### config.mk
export PLATFORM = sky130hd
export DESIGN_NAME = intc_status_router
export DESIGN_NICKNAME = d
export VERILOG_FILES = /design/src/rtl/intc_pkg.sv /design/src/rtl/intc_cfg_regs.sv /design/src/rtl/intc_line_state.sv /design/src/rtl/intc_prio_pick.sv /design/src/rtl/intc_status_router.sv
export SDC_FILE = /design/constraint.sdc
export NUM_CORES = 1
export LEC_CHECK = 0
export CAP_MARGIN = 30
export CORE_MARGIN = 3
export CORE_UTILIZATION = 55
export DETAILED_ROUTE_END_ITERATION = 12
export GPL_ROUTABILITY_DRIVEN = 0
export HOLD_SLACK_MARGIN = 0.1
export PLACE_DENSITY = 0.84
export SLEW_MARGIN = 20
export SYNTH_ARGS = -nofsm -noshare
export SYNTH_HDL_FRONTEND = slang
export SYNTH_HIERARCHICAL = 1
export SYNTH_SLANG_ARGS = --single-unit
export TNS_END_PERCENT = 20
### constraint.sdc
create_clock -name clk -period 4.76 [get_ports clk]
set_input_delay 0.476 -clock clk [delete_from_list [all_inputs] [get_ports clk]]
set_output_delay 0.476 -clock clk [all_outputs]
set_load 0.05 [all_outputs]
### src/rtl/intc_pkg.sv
package intc_pkg;

    typedef enum logic [2:0] {
        SEL_POLARITY = 3'd0,
        SEL_MODE     = 3'd1,
        SEL_ENABLE   = 3'd2,
        SEL_FAST     = 3'd3,
        SEL_CLEAR    = 3'd4
    } cfg_sel_e;

    localparam int PEND_NRM_BIT = 7;
    localparam int PEND_FST_BIT = 6;

endpackage

### src/rtl/intc_cfg_regs.sv
module intc_cfg_regs #(
    parameter int NUM_LINES = 32
) (
    input  logic                 clk,
    input  logic                 rst_n,
    input  logic                 wr_en_i,
    input  logic [2:0]           wr_sel_i,
    input  logic [NUM_LINES-1:0] wr_data_i,
    output logic [NUM_LINES-1:0] pass_o,
    output logic [NUM_LINES-1:0] mode_o,
    output logic [NUM_LINES-1:0] en_o,
    output logic [NUM_LINES-1:0] fast_o,
    output logic [NUM_LINES-1:0] clr_o
);
    import intc_pkg::*;

    localparam int NUM_FIELDS = 4;

    logic [NUM_FIELDS-1:0]                field_we;
    logic [NUM_FIELDS-1:0][NUM_LINES-1:0] field_q;

    // field order follows the select codes 0..3
    localparam logic [NUM_FIELDS-1:0][NUM_LINES-1:0] FIELD_RST = '{
        '0, '0, '0, {NUM_LINES{1'b1}}
    };

    generate
        for (genvar f = 0; f < NUM_FIELDS; f++) begin : g_field
            assign field_we[f] = wr_en_i && (wr_sel_i == 3'(f));

            always_ff @(posedge clk or negedge rst_n) begin
                if (!rst_n) begin
                    field_q[f] <= FIELD_RST[f];
                end else if (field_we[f]) begin
                    field_q[f] <= wr_data_i;
                end
            end
        end
    endgenerate

    assign pass_o = field_q[SEL_POLARITY];
    assign mode_o = field_q[SEL_MODE];
    assign en_o   = field_q[SEL_ENABLE];
    assign fast_o = field_q[SEL_FAST];
    assign clr_o  = (wr_en_i && (wr_sel_i == SEL_CLEAR)) ? wr_data_i : '0;

endmodule

### src/rtl/intc_line_state.sv
module intc_line_state #(
    parameter int NUM_LINES = 32
) (
    input  logic                 clk,
    input  logic                 rst_n,
    input  logic [NUM_LINES-1:0] line_i,
    input  logic [NUM_LINES-1:0] pass_i,
    input  logic [NUM_LINES-1:0] mode_i,
    input  logic [NUM_LINES-1:0] clr_i,
    output logic [NUM_LINES-1:0] status_o,
    output logic [NUM_LINES-1:0] sticky_o,
    output logic [NUM_LINES-1:0] edge_o
);
    logic [NUM_LINES-1:0] raw_now;
    logic [NUM_LINES-1:0] raw_q;
    logic [NUM_LINES-1:0] sticky_q;

    generate
        for (genvar i = 0; i < NUM_LINES; i++) begin : g_line
            assign raw_now[i] = line_i[i] ^ ~pass_i[i];
            assign edge_o[i]  = raw_now[i] & ~raw_q[i];

            always_ff @(posedge clk or negedge rst_n) begin
                if (!rst_n) begin
                    raw_q[i]    <= 1'b0;
                    sticky_q[i] <= 1'b0;
                end else begin
                    raw_q[i]    <= raw_now[i];
                    sticky_q[i] <= (sticky_q[i] & ~clr_i[i]) | edge_o[i];
                end
            end

            assign status_o[i] = mode_i[i] ? sticky_q[i] : raw_q[i];
        end
    endgenerate

    assign sticky_o = sticky_q;

endmodule

### src/rtl/intc_prio_pick.sv
module intc_prio_pick #(
    parameter int NUM_LINES = 32,
    localparam int IDX_W = (NUM_LINES > 1) ? $clog2(NUM_LINES) : 1
) (
    input  logic [NUM_LINES-1:0] req_vec_i,
    output logic                 any_o,
    output logic [IDX_W-1:0]     idx_o
);
    always_comb begin
        any_o = |req_vec_i;
        idx_o = '0;
        for (int i = NUM_LINES - 1; i >= 0; i--) begin
            if (req_vec_i[i]) begin
                idx_o = IDX_W'(i);
            end
        end
    end

endmodule

### src/rtl/intc_status_router.sv
module intc_status_router #(
    parameter int NUM_LINES = 32,
    localparam int IDX_W = (NUM_LINES > 1) ? $clog2(NUM_LINES) : 1
) (
    input  logic                 clk,
    input  logic                 rst_n,
    input  logic [NUM_LINES-1:0] line_i,
    input  logic                 wr_en_i,
    input  logic [2:0]           wr_sel_i,
    input  logic [NUM_LINES-1:0] wr_data_i,
    output logic [NUM_LINES-1:0] status_o,
    output logic                 nrm_req_o,
    output logic [IDX_W-1:0]     nrm_idx_o,
    output logic                 fst_req_o,
    output logic [IDX_W-1:0]     fst_idx_o,
    output logic [7:0]           pend_byte_o
);
    import intc_pkg::*;

    logic [NUM_LINES-1:0] pass_q;
    logic [NUM_LINES-1:0] mode_q;
    logic [NUM_LINES-1:0] en_q;
    logic [NUM_LINES-1:0] fast_q;
    logic [NUM_LINES-1:0] clr_vec;
    logic [NUM_LINES-1:0] sticky_q;
    logic [NUM_LINES-1:0] edge_vec;
    logic [NUM_LINES-1:0] elig_vec;
    logic [NUM_LINES-1:0] nrm_vec;
    logic [NUM_LINES-1:0] fst_vec;

    intc_cfg_regs #(.NUM_LINES(NUM_LINES)) u_cfg (
        .clk       (clk),
        .rst_n     (rst_n),
        .wr_en_i   (wr_en_i),
        .wr_sel_i  (wr_sel_i),
        .wr_data_i (wr_data_i),
        .pass_o    (pass_q),
        .mode_o    (mode_q),
        .en_o      (en_q),
        .fast_o    (fast_q),
        .clr_o     (clr_vec)
    );

    intc_line_state #(.NUM_LINES(NUM_LINES)) u_lines (
        .clk      (clk),
        .rst_n    (rst_n),
        .line_i   (line_i),
        .pass_i   (pass_q),
        .mode_i   (mode_q),
        .clr_i    (clr_vec),
        .status_o (status_o),
        .sticky_o (sticky_q),
        .edge_o   (edge_vec)
    );

    assign elig_vec = status_o & en_q;
    assign nrm_vec  = elig_vec & ~fast_q;
    assign fst_vec  = elig_vec & fast_q;

    intc_prio_pick #(.NUM_LINES(NUM_LINES)) u_pick_nrm (
        .req_vec_i (nrm_vec),
        .any_o     (nrm_req_o),
        .idx_o     (nrm_idx_o)
    );

    intc_prio_pick #(.NUM_LINES(NUM_LINES)) u_pick_fst (
        .req_vec_i (fst_vec),
        .any_o     (fst_req_o),
        .idx_o     (fst_idx_o)
    );

    always_comb begin
        pend_byte_o               = '0;
        pend_byte_o[PEND_NRM_BIT] = nrm_req_o;
        pend_byte_o[PEND_FST_BIT] = fst_req_o;
    end

endmodule

==> metrics.md <==
| Metric | Value |
|---|---|
| CTS Sinks | about 190 |
| Top Family by Delay on Critical Path | simple AND/OR/NAND/NOR gates |
| Clock Path Buffers | 2 |
| Setup Skew | 0.00482 ns |
| Max-slew headroom | 0.496 |
| Starting Density | 0.568 |
| Pwr Density | 526 nW/um^2 |
| Worst VDD drop | approximately 330 uV |
| Synth warn | 6 |
| Initial DRC Count | around 320 |
| Die width | around 130 microns |
| Slowest CP cell | clkdlybuf4s50_1 |
| Kind of critical path | reg -> out |
| Syn Inst Count | roughly 740 |
| Die Area | about 18000 sq um |
| CP arrival | ~3.5 ns |
| # port buffers | roughly 120 |
| CTS tree | yes |
| Setup violators final | 0 |
| Final hold violations | 0 |
| Critical Path Max Stage Delay | 0.89 ns |
| Switching power | ~2100 uW |
| Synthesized area | 9130 sq um |
| Initial antenna violation count | 0 |
| Slew Limit Fails | 0 |
| Layout Nets | between 900 and 1000 |
| Latest clock arrival within the worst-skew pair | 0.44 ns |
| Required time of the critical path | 4.28 ns |
| Cell Chain, Critical Path | mux2_2 > and3_2 > nor4_1 > nand2_1 > nor3b_1 > clkdlybuf4s50_1 |
| Hold WS | 0.0773 ns |
| Status | finished, final reports clean |
| First-pass GRT wire length | slightly above 30000 microns |
| Startpoint Class | register |
| Total Routing Usage GR | 0.219 |
| Worst-Margin Slew | approximately 0.76 ns |
| Via count of the first global-routing pass | about 6100 |
| CTS Hold Buffers Added | 0 |
| Vias per inst | 5.51 |
| Total CTS buffers | 17 |
| Int Power | 3710 uW |
| Num ports | 122 |
| Largest net degree at the start of global routing | around 110 |
| Period minus WS final | 3.93 ns |
| WL/cell | 17.4 microns |
| Post-DP HPWL | 13400 microns |
| Clk network pwr share | 0.244 |
| Worst-path clk slew | ~0.07 ns |
| Dpl cell area | roughly 10000 sq um |
| DRC | 0 |
| Max-cap violations | 0 |
| Final ANT Viol Nets | 0 |
| CTS resizes | 0 |
| F_max | approximately 250 MHz |
| Grt ovf | 0 |
| Sequential Power Share | 0.384 |
| Hold WC Path Type | in -> async |
| DRT Pass-1 Iters | 5 |
| Number of setup buffers added after CTS | 0 |
| Chip height | 135 microns |
| CTS H-tree depth | 4 |
| Area Growth Syn to Fin | 21.1% |
| RSZ-0062 raised after global routing | false |
| Crit-path max FO | 3 |
| Mean Syn Cell Area | about 12 sq um |
| Vias | between 5000 and 6000 |
| Lkg Pwr | a little under 0.005 uW |
| Placed Cells | roughly 1100 |
| Setup_tns | 0 ns |
| CTS root buf | clkbuf_16 |
| CORE AREA | 16100 sq um |
| Final instance area | ~11000 sq um |
| Antenna Cells | 0 |
| Crit end category | primary output |
| Comb pwr share | 0.372 |
| Tcrit/Tclk final | 0.825 |
| Layout cells sized above 1 | 0.308 |
| WL final | about 19000 microns |
| Finished Layout Cells | approximately 1100 |
| WP buf/inv | 1 |
| Post-Route Utilization | 0.688 |
| Row count | 46 |
| Sw frac | 0.361 |
worst paths after layout:
kind,from,endpoint,slack (ns),depth (start not counted)
setup / recovery,u_cfg/mode_o[7]$_DFFE_PN0P_,fst_idx_o[4],0.83,6
hold / removal,rst_n,u_cfg/mode_o[9]$_DFFE_PN0P_,0.08,1
setup reg to reg,u_cfg/pass_o[14]$_DFFE_PN1P_,u_lines/sticky_o[14]$_DFF_PN0_,3.75,2
hold reg to reg,u_lines/raw_q[15]$_DFF_PN0_,u_lines/sticky_o[15]$_DFF_PN0_,0.44,1
max in group asynchronous,rst_n,u_cfg/pass_o[26]$_DFFE_PN1P_,3.67,2
min in group clk,u_lines/raw_q[15]$_DFF_PN0_,u_lines/sticky_o[15]$_DFF_PN0_,0.44,1
layout make-up:
cell class                      count  area, sq um
Inverter                           76          285
Tap cell                          216          270
Sequential cell                   192         4840
Fill cell                        1143         5010
Clock buffer                       18          429
Multi-Input combinational cell    449         3850
Clock inverter                     14          156
Timing Repair Buffer              121         1220
placed cells by master, fill, tap and decap left out, types with 17 or more instances in the layout:
cell	n
and2_1	34
dfstp_2	32
xor2_1	32
and3_2	32
clkbuf_16	17
o22ai_1	32
nor2_1	20
mux2_2	152
dfrtp_1	160
inv_1	76
clkdlybuf4s50_1	114
and3b_1	32
registers in the layout (all words and copies together) (netlist names):
register          cells
u_lines/sticky_o     32
u_lines/raw_q        32
u_cfg/pass_o         32
u_cfg/fast_o         32
u_cfg/en_o           32
u_cfg/mode_o         32
metal layers:
| metal | wire (microns) | GRT usage | vias to the layer above |
|---|---|---|---|
| met5 | 0 | 0 | - |
| met4 | 298 | 0.0667 | 0 |
| met3 | 916 | 0.0510 | 23 |
| met2 | 9060 | 0.352 | 148 |
| met1 | 8630 | 0.300 | 2979 |
| li1 | - | - | 2837 |
power by group through the flow:
stage / combinational (uW) / clock, uW / sequential (uW)
after floorplan: 1540 / 0 / 2200
after global placement: 2120 / 0 / 2230
after detailed placement: 2150 / 0 / 2260
after CTS: 2160 / 1450 / 2230
after global routing: 2310 / 1520 / 2280
final: 2160 / 1420 / 2230
metrics by stage:
step | worst slack [ns] | power [uW]
2_1_floorplan | 1.43 | 3740
3_3_place_gp | 1.35 | 4350
3_5_place_dp | 1.34 | 4410
4_1_cts | 0.850 | 5850
5_1_grt | 0.696 | 6110
6_report | 0.831 | 5820
Power figures use the tool's default switching activity.
